<file path="src/rtl/ostmr_pkg.sv">
package ostmr_pkg;

    // byte offsets of the register map
    localparam int unsigned OFS_CTRL  = 32'h00;
    localparam int unsigned OFS_CLR   = 32'h08;
    localparam int unsigned OFS_FLAG  = 32'h0C;
    localparam int unsigned OFS_MASK  = 32'h10;
    localparam int unsigned OFS_CMP   = 32'h14;
    localparam int unsigned OFS_EVCNT = 32'h18;
    localparam int unsigned OFS_TBLO  = 32'h20;
    localparam int unsigned OFS_TBHI  = 32'h24;
    localparam int unsigned OFS_ESET  = 32'h34;
    localparam int unsigned OFS_ECLR  = 32'h38;

    localparam int unsigned NUM_CH   = 2;
    localparam int unsigned CODE_W   = 2;
    localparam int unsigned CH_EVENT = 0;
    localparam int unsigned CH_TBASE = 1;

    typedef enum logic [1:0] {
        EV_OFF  = 2'd0,
        EV_RUN  = 2'd1,
        EV_DONE = 2'd2
    } ev_state_t;

    typedef enum logic {
        FR_OFF = 1'b0,
        FR_RUN = 1'b1
    } fr_state_t;

    // last phase value of a prescaler: div = 4**min(code,2)
    function automatic int unsigned div_limit(input int unsigned code);
        int unsigned sh;
        sh = (code > 2) ? 2 : code;
        return (32'd1 << (2 * sh)) - 1;
    endfunction

endpackage

</file>
<file path="src/rtl/ostmr_prescaler.sv">
module ostmr_prescaler #(
    parameter int unsigned CODE_W = 2,
    parameter int unsigned PH_W   = 4
) (
    input  logic              clk,
    input  logic              rst_n,
    input  logic              run,
    input  logic              restart,
    input  logic [CODE_W-1:0] code,
    output logic              tick
);
    import ostmr_pkg::*;

    logic [PH_W-1:0] phase_q;
    logic [PH_W-1:0] limit;

    always_comb begin
        limit = PH_W'(div_limit(32'(code)));
        tick  = run && (phase_q >= limit);
    end

    always_ff @(posedge clk or negedge rst_n) begin
        if (!rst_n) begin
            phase_q <= '0;
        end else if (!run || restart || tick) begin
            phase_q <= '0;
        end else begin
            phase_q <= phase_q + 1'b1;
        end
    end

    // a tick only occurs while the channel runs
    a_r3_tick_needs_run: assert property (@(posedge clk) disable iff (!rst_n)
        tick |-> run);

    // code 0 ticks on every running cycle
    a_r3_code0_every_cycle: assert property (@(posedge clk) disable iff (!rst_n)
        (run && code == '0) |-> tick);

endmodule

</file>
<file path="src/rtl/ostmr_event_chan.sv">
module ostmr_event_chan #(
    parameter int unsigned CNT_W = 32
) (
    input  logic             clk,
    input  logic             rst_n,
    input  logic             en_set,
    input  logic             en_clr,
    input  logic             cnt_clr,
    input  logic             tick,
    input  logic [CNT_W-1:0] cmp,
    output logic [CNT_W-1:0] count,
    output logic             running,
    output logic             enabled,
    output logic             hit
);
    import ostmr_pkg::*;

    ev_state_t        state_q, state_d;
    logic [CNT_W-1:0] count_q;
    logic             at_cmp;

    assign at_cmp = (count_q == cmp);

    // next-state logic
    always_comb begin
        state_d = state_q;
        unique case (state_q)
            EV_OFF: begin
                if (en_set) state_d = EV_RUN;              // ENABLE
            end
            EV_RUN: begin
                if (en_clr)       state_d = EV_OFF;        // DISABLE
                else if (cnt_clr) state_d = EV_RUN;        // RESTART
                else if (at_cmp)  state_d = EV_DONE;       // MATCH
            end
            EV_DONE: begin
                if (en_clr)       state_d = EV_OFF;        // DISABLE
                else if (cnt_clr) state_d = EV_RUN;        // RESTART
            end
            default: state_d = EV_OFF;
        endcase
    end

    // state register
    always_ff @(posedge clk or negedge rst_n) begin
        if (!rst_n) state_q <= EV_OFF;
        else        state_q <= state_d;
    end

    // counter: clear beats counting, no count on the matching cycle
    always_ff @(posedge clk or negedge rst_n) begin
        if (!rst_n) begin
            count_q <= '0;
        end else if (cnt_clr) begin
            count_q <= '0;
        end else if (state_q == EV_RUN && tick && !at_cmp) begin
            count_q <= count_q + 1'b1;
        end
    end

    // outputs
    always_comb begin
        count   = count_q;
        running = (state_q == EV_RUN);
        enabled = (state_q != EV_OFF);
        hit     = (state_q == EV_RUN) && at_cmp && !cnt_clr && !en_clr;
    end

    a_r5_ev_clear_wins: assert property (@(posedge clk) disable iff (!rst_n)
        cnt_clr |=> (count_q == '0));

    a_r6_done_holds: assert property (@(posedge clk) disable iff (!rst_n)
        (state_q == EV_DONE && !cnt_clr) |=> $stable(count_q));

    a_r6_match_to_done: assert property (@(posedge clk) disable iff (!rst_n)
        hit |=> (state_q == EV_DONE));

    a_r10_disable_off: assert property (@(posedge clk) disable iff (!rst_n)
        en_clr |=> (state_q == EV_OFF));

    a_r10_off_frozen: assert property (@(posedge clk) disable iff (!rst_n)
        (state_q == EV_OFF && !cnt_clr) |=> $stable(count_q));

endmodule

</file>
<file path="src/rtl/ostmr_free_chan.sv">
module ostmr_free_chan #(
    parameter int unsigned CNT_W = 32
) (
    input  logic             clk,
    input  logic             rst_n,
    input  logic             en_set,
    input  logic             en_clr,
    input  logic             cnt_clr,
    input  logic             tick,
    input  logic             rd_lo,
    output logic [CNT_W-1:0] count_lo,
    output logic [CNT_W-1:0] hi_buf,
    output logic             running,
    output logic             enabled
);
    import ostmr_pkg::*;

    localparam int unsigned WIDE_W = 2 * CNT_W;

    fr_state_t         state_q, state_d;
    logic [WIDE_W-1:0] count_q;
    logic [CNT_W-1:0]  hbuf_q;

    always_comb begin
        state_d = state_q;
        unique case (state_q)
            FR_OFF: if (en_set) state_d = FR_RUN;          // ENABLE
            FR_RUN: if (en_clr) state_d = FR_OFF;          // DISABLE
            default: state_d = FR_OFF;
        endcase
    end

    always_ff @(posedge clk or negedge rst_n) begin
        if (!rst_n) state_q <= FR_OFF;
        else        state_q <= state_d;
    end

    always_ff @(posedge clk or negedge rst_n) begin
        if (!rst_n) begin
            count_q <= '0;
        end else if (cnt_clr) begin
            count_q <= '0;
        end else if (state_q == FR_RUN && tick) begin
            count_q <= count_q + 1'b1;
        end
    end

    always_ff @(posedge clk or negedge rst_n) begin
        if (!rst_n)     hbuf_q <= '0;
        else if (rd_lo) hbuf_q <= count_q[WIDE_W-1:CNT_W];
    end

    always_comb begin
        count_lo = count_q[CNT_W-1:0];
        hi_buf   = hbuf_q;
        running  = (state_q == FR_RUN);
        enabled  = (state_q == FR_RUN);
    end

    a_r5_tb_clear_wins: assert property (@(posedge clk) disable iff (!rst_n)
        cnt_clr |=> (count_q == '0));

    a_r9_hbuf_capture: assert property (@(posedge clk) disable iff (!rst_n)
        rd_lo |=> (hbuf_q == $past(count_q[WIDE_W-1:CNT_W])));

    a_r4_tb_disable: assert property (@(posedge clk) disable iff (!rst_n)
        en_clr |=> (state_q == FR_OFF));

endmodule

</file>
<file path="src/rtl/os_timer_duo.sv">
module os_timer_duo #(
    parameter int unsigned ADDR_W = 8,
    parameter int unsigned DATA_W = 32,
    parameter int unsigned PH_W   = 4
) (
    input  logic              clk,
    input  logic              rst_n,
    input  logic [ADDR_W-1:0] bus_addr,
    input  logic [DATA_W-1:0] bus_wdata,
    input  logic              bus_wr,
    input  logic              bus_rd,
    output logic [DATA_W-1:0] bus_rdata,
    output logic              irq
);
    import ostmr_pkg::*;

    localparam int unsigned CTRL_W = NUM_CH * CODE_W;

    logic [CTRL_W-1:0] ctrl_q;
    logic [DATA_W-1:0] cmp_q;
    logic              flag_q;
    logic              mask_q;

    logic [NUM_CH-1:0] en_set, en_clr, cnt_clr;
    logic [NUM_CH-1:0] ch_run, ch_tick, ch_en;

    logic              ev_hit;
    logic              rd_lo;
    logic [DATA_W-1:0] ev_count, tb_lo, tb_hi;

    logic wr_ctrl, wr_clr, wr_flag, wr_mask, wr_cmp, wr_eset, wr_eclr;

    // write decode
    always_comb begin
        wr_ctrl = bus_wr && (bus_addr == ADDR_W'(OFS_CTRL));
        wr_clr  = bus_wr && (bus_addr == ADDR_W'(OFS_CLR));
        wr_flag = bus_wr && (bus_addr == ADDR_W'(OFS_FLAG));
        wr_mask = bus_wr && (bus_addr == ADDR_W'(OFS_MASK));
        wr_cmp  = bus_wr && (bus_addr == ADDR_W'(OFS_CMP));
        wr_eset = bus_wr && (bus_addr == ADDR_W'(OFS_ESET));
        wr_eclr = bus_wr && (bus_addr == ADDR_W'(OFS_ECLR));
        en_set  = wr_eset ? bus_wdata[NUM_CH-1:0] : '0;
        en_clr  = wr_eclr ? bus_wdata[NUM_CH-1:0] : '0;
        cnt_clr = wr_clr  ? bus_wdata[NUM_CH-1:0] : '0;
        rd_lo   = bus_rd && (bus_addr == ADDR_W'(OFS_TBLO));
    end

    // configuration registers
    always_ff @(posedge clk or negedge rst_n) begin
        if (!rst_n) begin
            ctrl_q <= '0;
            cmp_q  <= '0;
            mask_q <= 1'b1;
        end else begin
            if (wr_ctrl) ctrl_q <= bus_wdata[CTRL_W-1:0];
            if (wr_cmp)  cmp_q  <= bus_wdata;
            if (wr_mask) mask_q <= bus_wdata[0];
        end
    end

    // compare flag: a match beats a software clear
    always_ff @(posedge clk or negedge rst_n) begin
        if (!rst_n) begin
            flag_q <= 1'b0;
        end else if (ev_hit) begin
            flag_q <= 1'b1;
        end else if (wr_flag && !bus_wdata[0]) begin
            flag_q <= 1'b0;
        end
    end

    // one prescaler per channel
    for (genvar g = 0; g < NUM_CH; g++) begin : g_pre
        ostmr_prescaler #(
            .CODE_W (CODE_W),
            .PH_W   (PH_W)
        ) u_pre (
            .clk     (clk),
            .rst_n   (rst_n),
            .run     (ch_run[g]),
            .restart (cnt_clr[g]),
            .code    (ctrl_q[g*CODE_W +: CODE_W]),
            .tick    (ch_tick[g])
        );
    end

    ostmr_event_chan #(.CNT_W(DATA_W)) u_event (
        .clk     (clk),
        .rst_n   (rst_n),
        .en_set  (en_set[CH_EVENT]),
        .en_clr  (en_clr[CH_EVENT]),
        .cnt_clr (cnt_clr[CH_EVENT]),
        .tick    (ch_tick[CH_EVENT]),
        .cmp     (cmp_q),
        .count   (ev_count),
        .running (ch_run[CH_EVENT]),
        .enabled (ch_en[CH_EVENT]),
        .hit     (ev_hit)
    );

    ostmr_free_chan #(.CNT_W(DATA_W)) u_tbase (
        .clk      (clk),
        .rst_n    (rst_n),
        .en_set   (en_set[CH_TBASE]),
        .en_clr   (en_clr[CH_TBASE]),
        .cnt_clr  (cnt_clr[CH_TBASE]),
        .tick     (ch_tick[CH_TBASE]),
        .rd_lo    (rd_lo),
        .count_lo (tb_lo),
        .hi_buf   (tb_hi),
        .running  (ch_run[CH_TBASE]),
        .enabled  (ch_en[CH_TBASE])
    );

    // read mux
    always_comb begin
        bus_rdata = '0;
        if (bus_rd) begin
            case (bus_addr)
                ADDR_W'(OFS_CTRL):  bus_rdata = DATA_W'(ctrl_q);
                ADDR_W'(OFS_FLAG):  bus_rdata = DATA_W'(flag_q);
                ADDR_W'(OFS_MASK):  bus_rdata = DATA_W'(mask_q);
                ADDR_W'(OFS_CMP):   bus_rdata = cmp_q;
                ADDR_W'(OFS_EVCNT): bus_rdata = ev_count;
                ADDR_W'(OFS_TBLO):  bus_rdata = tb_lo;
                ADDR_W'(OFS_TBHI):  bus_rdata = tb_hi;
                ADDR_W'(OFS_ESET):  bus_rdata = DATA_W'(ch_en);
                default:            bus_rdata = '0;
            endcase
        end
    end

    assign irq = flag_q && !mask_q;

    a_r7_set_wins: assert property (@(posedge clk) disable iff (!rst_n)
        ev_hit |=> flag_q);

    a_r7_write_one_keeps: assert property (@(posedge clk) disable iff (!rst_n)
        (wr_flag && bus_wdata[0] && flag_q) |=> flag_q);

    a_r8_masked_quiet: assert property (@(posedge clk) disable iff (!rst_n)
        mask_q |-> !irq);

    a_r2_idle_bus_zero: assert property (@(posedge clk) disable iff (!rst_n)
        !bus_rd |-> (bus_rdata == '0));

endmodule

</file>
<file path="config.mk">
export PLATFORM = sky130hd
export DESIGN_NAME = os_timer_duo
export DESIGN_NICKNAME = d
export VERILOG_FILES = /design/src/rtl/ostmr_pkg.sv /design/src/rtl/ostmr_prescaler.sv /design/src/rtl/ostmr_event_chan.sv /design/src/rtl/ostmr_free_chan.sv /design/src/rtl/os_timer_duo.sv
export SDC_FILE = /design/constraint.sdc
export NUM_CORES = 1
export LEC_CHECK = 0
export ABC_AREA = 1
export BUFFER_PORTS_ARGS = -buffer_cell sky130_fd_sc_hd__clkbuf_2
export CAP_MARGIN = 20
export CORE_MARGIN = 3
export CORE_UTILIZATION = 62
export DETAILED_ROUTE_END_ITERATION = 12
export PLACE_DENSITY = 0.81
export REMOVE_ABC_BUFFERS = 1
export SETUP_SLACK_MARGIN = 0.1
export SYNTH_ARGS = -nofsm -noshare
export SYNTH_HDL_FRONTEND = slang
export SYNTH_SLANG_ARGS = --single-unit
</file>
<file path="constraint.sdc">
create_clock -name clk -period 2.4 [get_ports clk]
set_input_delay 0.36 -clock clk [delete_from_list [all_inputs] [get_ports clk]]
set_output_delay 0.36 -clock clk [all_outputs]
set_load 0.005 [all_outputs]
</file>
* Word-level counts from Yosys, hierarchy flattened *
Cells that the tools add are included.

word-level totals
  bits in writable memories = 0
  memories kept = 0
  logic and storage cells = 100
  latch bits = 0
  flip-flop bits (word level) = 177
  bits of input ports = 44
  bits in read-only memories = 0
  output and inout port bits = 33

cells by class
  eq/ne operators = 15
  mux-type cells = 25
  $lt $le $gt $ge = 4
  add/sub/neg operators = 6
  bitwise gates (word level) = 1
  $mul = 0
  shift-type cells = 2
  divide/modulo/power cells = 0
  reduce and logical (&&, ||, !) cells = 36

operators with widths
  kind                                                                number
  32-bit case mux with 8 select lines                                 1
  64-bit 2-to-1 mux                                                   2
  32-bit 2-to-1 mux                                                   3
  64-bit by 1-bit adder with 64-bit output, second input constant     1
  1-bit by 32-bit left shift with 4-bit output, first input constant  2
  32-bit by 1-bit adder with 32-bit output, second input constant     1
  32-bit == test                                                      1
  8-bit by 6-bit == test with 1-bit output, second input constant     4
  8-bit by 5-bit == test with 1-bit output, second input constant     3
  2-bit 2-to-1 mux                                                    11
  1-bit logical AND                                                   18
  8-bit by 4-bit == test with 1-bit output, second input constant     2
  4-bit by 1-bit adder with 4-bit output, second input constant       2
  4-bit greater-or-equal comparator                                   2
  8-bit zero test                                                     1
  4-bit 2-to-1 mux                                                    2
  2-bit nonzero test                                                  4
  4-bit by 1-bit subtractor with 4-bit output, second input constant  2
  1-bit zero test                                                     7
  2-bit case mux with 3 select lines                                  1
  2-bit > comparator, second input constant                           2
  1-bit logical OR                                                    4
  1-bit 2-to-1 mux                                                    4
  4-bit by 3-bit != test with 1-bit output, second input constant     1
  8 further kinds                                                     8

* Logic depth before layout (Yosys ltp) *
  depth in word-level cells = 10
  gate-level depth with buffers = 13
  depth with buffers taken out = 12

* By module *
Synthesis repeated with hierarchy kept, for this count alone.

second synthesis, totals
  cell total of the unflattened synthesis = 1760
  area total of the unflattened synthesis = 12037.8 µm²

modules (own cells, without submodules)
  module            cells an instance  area each (µm²)  sequential area each (µm²)  instances
  ostmr_free_chan   763                5746.8           2427.3                      1
  os_timer_duo      490                2859.0           952.2                       1
  ostmr_event_chan  425                2786.4           850.8                       1
  ostmr_prescaler   41                 322.8            100.1                       2

* Worst setup path before layout *
Ideal clock, no wire load.

  kind = register -> register
  from = reg ctrl_q[0]
  to = reg u_event.count_q[10], in the netlist u_event.count[10]
  data arrival time = 1974 ps
  stages on the path, launching flop included = 12
  setup slack = 360 ps
  data required time = 2334 ps
  library setup time = 66 ps
  cells stage by stage = dfrtp_1 -> nor2_1 -> inv_1 -> ha_1 -> ha_1 -> nand2_1 -> o21ai_0 -> nand2_1 -> inv_1 -> buf_1 -> nand4_1 -> nand2_1

on the way
  longest elaborated chain between the ends = 9

RTL lines
  what                                            line                    source
  start: declaration                              os_timer_duo.sv:19      logic [CTRL_W-1:0] ctrl_q;
  start signal: assignment                        os_timer_duo.sv:55      if (wr_ctrl) ctrl_q <= bus_wdata[CTRL_W-1:0];
  2-bit > comparator                              ostmr_pkg.sv:34         sh = (code > 2) ? 2 : code;
  2-bit 2-to-1 mux *                              ostmr_pkg.sv:34
  1-bit by 32-bit left shift with 4-bit output *  ostmr_pkg.sv:35         return (32'd1 << (2 * sh)) - 1;
  4-bit by 1-bit subtractor with 4-bit output *   ostmr_pkg.sv:35
  4-bit greater-or-equal comparator *             ostmr_prescaler.sv:19   tick = run && (phase_q >= limit);
  1-bit logical AND *                             ostmr_prescaler.sv:19
  1-bit logical AND * (2 in a row)                ostmr_event_chan.sv:56  end else if (state_q == EV_RUN && tick && !at_cmp) begin
  2-bit nonzero test (no line) *                  --
  end signal: assignment                          ostmr_event_chan.sv:57  count_q <= count_q + 1'b1;
  end: declaration                                ostmr_event_chan.sv:19  logic [CNT_W-1:0] count_q;

Every way passes the cells marked *; elsewhere a longest branch is shown, timed or not.
A chain may end at the register's enable or synchronous reset.

* Worst setup path after layout *
  from = in bus_addr[7]
  to = out bus_rdata[18]

on the way
  longest elaborated chain between the ends = 3
  elaborated cells on any way between the ends = 10
  those cells by class = 7 x eq/ne; 2 x mux; 1 x reduce/logical

RTL lines
  what                                                              line                 source
  start: declaration                                                os_timer_duo.sv:8    input logic [ADDR_W-1:0] bus_addr,
  8-bit by 6-bit == test with 1-bit output (tied with other cells)  os_timer_duo.sv:119  case (bus_addr)
  32-bit case mux with 8 select lines *                             os_timer_duo.sv:119
  32-bit 2-to-1 mux *                                               os_timer_duo.sv:118  if (bus_rd) begin
  end: declaration                                                  os_timer_duo.sv:12   output logic [DATA_W-1:0] bus_rdata,

Marks and branches as above.

==> impl_metrics.py <==
metrics = {
    "outcome": {
        "status": "complete, no violations",
    },
    "power": {
        "power_frac_clock_pct": 36.4,
        "switching_power_uw": 2763,
        "leakage_uw": 0.006310,
        "p_per_area_nw_per_um2": 586.1,
        "pwr-share-comb_pct": 22.0,
        "power_uw": 7863,
        "ir_drop_mv": 0.4656,
        "power_frac_seq_pct": 41.6,
        "p_int_uw": 5100,
        "switching_share_pct": 35.14,
    },
    "layout": {
        "layout.nets": 1802,
        "antenna_cells": 0,
        "multi_input_area_um2": 6530,
        "fillers": 1594,
        "seqCellArea_um2": 4432,
        "area_growth_pct": 12.30,
        "drive_gt1_share_pct": 15.59,
    },
    "sta": {
        "report.final.hold_viol_count": 0,
        "finalCriticalPeriod_ns": 2.250,
        "worst_pin_slew_ns": 0.6425,
        "rsz0062_at_grt": "true",
        "setup_viol": 0,
        "relSlewSlack_pct": 57.16,
        "setup_ws_ns": 0.1495,
        "worst_hold_slack_ns": 0.1418,
        "fmax_mhz": 444.3,
        "final.period_utilization_pct": 93.77,
        "drv_slew": 0,
        "fin_worst_skew_ns": 0.01645,
    },
    "synthesis": {
        "netlist_area_um2": 11950,
        "synth-main-ff-cell": "dfrtp_1",
        "synth_cell_types": 44,
        "synth-edff-count": 0,
        "synth_top_area_share_pct": 36.87,
        "synthTopCellsByArea": "dfrtp_1, nand2_1, nor2_1, inv_1, nand3_1",
        "syn_avg_cell_area_um2": 7.162,
        "synth_seq_cells": 177,
        "yosys.area.top_type": "dfrtp_1",
        "async_flop_share_pct": 100.0,
        "synthCells": 1668,
        "synth_warnings": 0,
        "synth_commonest_cells": "nand2_1, nor2_1, dfrtp_1, inv_1, nand3_1",
        "yosysMostFrequentCell": "nand2_1",
        "ys_seq_area_share_pct": 37.09,
    },
    "detailed_routing": {
        "firstDrtPassIters": 6,
        "num_vias": 11927,
        "routed_wl_um": 39180,
        "via_per_inst": 5.910,
        "wl_per_cell_um": 19.41,
        "drc": 0,
        "postRouteAntennaNets": 0,
        "drtIter0Drc": 1386,
    },
    "worst_setup_path": {
        "cpPeakStageDelay_ns": 0.22,
        "path_cells": "clkbuf_2, nor2_2, nand2_1, nor2_2, nand3_1, buf_12, nand4_1, o21ai_2, buf_12, nor2_1, clkbuf_2",
        "worstRegToRegCells": 13,
        "reg2reg_to": "u_tbase.count_q[60]$_DFFE_PN0P_",
        "start_kind": "input port",
        "crit_fanout": 26,
        "worstSetupPathType": "input port to primary output",
        "cp_slowest_cell": "nor2_1",
        "cp_data_arrival_time_ns": 1.89,
        "worstPathRequired_ns": 2.04,
        "crit_path_end_kind": "primary output",
        "r2r_slack_ns": 0.22,
        "reg2reg_from": "ctrl_q[3]$_DFFE_PN0P_",
    },
    "floorplan": {
        "num_rows": 50,
        "floorplan.initialDensity_pct": 63.44,
        "die_h_um": 144.8,
        "coreArea_um2": 18830,
        "fp.dieArea_um2": 20970,
        "io_pins": 77,
        "die_w_um": 144.8,
    },
    "global_route": {
        "grt_first_pass_wirelength_um": 60580,
        "grt_overflow": 0,
        "grt_max_degree": 57,
        "grt_usage_pct": 37.62,
        "grt_pass1_vias": 11131,
        "antenna_found_initial": 1,
    },
    "clocking": {
        "cts_buffers": 17,
        "clock-sinks": 177,
        "cts.reportedPaths.clkPinSlew_ns": 0.08,
        "h-tree-depth": 4,
        "clk_latency_ns": 0.45,
        "cts_max_path_buffers": 2,
        "root_buffer": "clkbuf_16",
        "cts_tree": "yes",
    },
    "min_path": {
        "min_from": "bus_wdata[7]",
        "min_path_cells": 2,
        "min_to": "cmp_q[7]$_DFFE_PN0P_",
        "hold_path.class": "input port to flip-flop",
    },
    "placed_design": {
        "pre_cts_ws_ns": -0.09722,
        "gp_congestion": 1.067,
        "io_buffer_count": 76,
        "post-dp-hpwl_um": 29980,
    },
    "flow_run": {
        "drv_cap": 0,
    },
}
worst max-delay path, delay by kind of cell:
kind | cells | cell delay, ns
and+or+nand+nor | 6 | 0.81
buffers and inverters | 4 | 0.62
AOI/OAI and AO/OA | 1 | 0.09
power by group through the flow:
| stage | logic (uW) | registers, uW | clock network [uW] |
|---|---|---|---|
| detailed placement | 1410 | 3320 | 0 |
| finish | 1730 | 3270 | 2860 |
| global route | 1840 | 3280 | 3000 |
| global placement | 1380 | 3320 | 0 |
| CTS | 1480 | 3260 | 2870 |
| floorplan | 816 | 3270 | 0 |
layout make-up:
type,instances,share of cell area (%)
multi-input cells,1247,48.68
flip-flops and latches,177,33.03
repair buffers,119,6.165
inverters,183,5.186
clock buffers,17,3.171
well taps,260,2.425
clock inverters,15,1.343
flip-flops by register name (all words and copies together) (netlist names):
signal               count
u_event.state_q          2
mask_q                   1
u_tbase.enabled          1
flag_q                   1
g_pre.u_pre.phase_q      8
u_event.count           32
u_tbase.count_q         64
ctrl_q                   4
cmp_q                   32
u_tbase.hi_buf          32
worst max-delay path by stage:
stage,startpoint,end,depth (start not counted)
after floorplan,bus_addr[7],bus_rdata[10],7
after global placement,ctrl_q[1]$_DFFE_PN0P_,u_event.count[31]$_DFFE_PN0P_,12
after detailed placement,ctrl_q[1]$_DFFE_PN0P_,u_event.count[30]$_DFFE_PN0P_,12
after CTS,ctrl_q[1]$_DFFE_PN0P_,u_event.count[30]$_DFFE_PN0P_,12
after global routing,bus_addr[7],bus_rdata[9],11
final,bus_addr[7],bus_rdata[18],11
kinds of logic after synthesis:
group / count (synthesis) / share of synthesized area (%)
and+or+nand+nor: 971 / 36.86
adders and majority gates: 13 / 1.362
muxes: 31 / 3.676
DFF: 177 / 37.09
buffers and inverters: 245 / 8.703
AOI/OAI and AO/OA: 178 / 8.431
xor gates and xnor gates: 53 / 3.886
what timing repair did:
item	CTS	global route
endpoints found under the setup margin	32	54
pin swaps	0	2
hold endpoints to repair	50	0
setup buffers	0	2
cloned	0	1
hold buffers	1	0
resized for setup	5	19
cell usage in the layout (no fill, tap or decap), types with 24 or more instances in the layout:
cell type / instances
a21oi_1: 31
buf_4: 31
clkbuf_2: 75
dfrtp_1: 175
inv_1: 165
mux2_4: 24
nand2_1: 436
nand3_1: 110
nand4_1: 79
nor2_1: 248
nor3_1: 27
o21ai_0: 90
xnor2_1: 36
stage by stage:
stage	std cells	util, %	area (um2)	TNS [ns]
after floorplan	1606	-	11590	-9.685
after global placement	1982	67.43	12700	0
after detailed placement	1982	67.43	12700	-1.332
after CTS	2015	70.79	13330	0
after global routing	2018	71.24	13420	0
final	2018	71.24	13420	0
metal layers:
metal | routed length (um) | global-route usage, % | vias up
li1 | - | - | 5578
met1 | 16180 | 51.04 | 5587
met2 | 18050 | 60.85 | 656
met3 | 3566 | 7.000 | 104
met4 | 1377 | 12.96 | 2
met5 | 11 | 0 | -
Power figures use the tool's default switching activity.
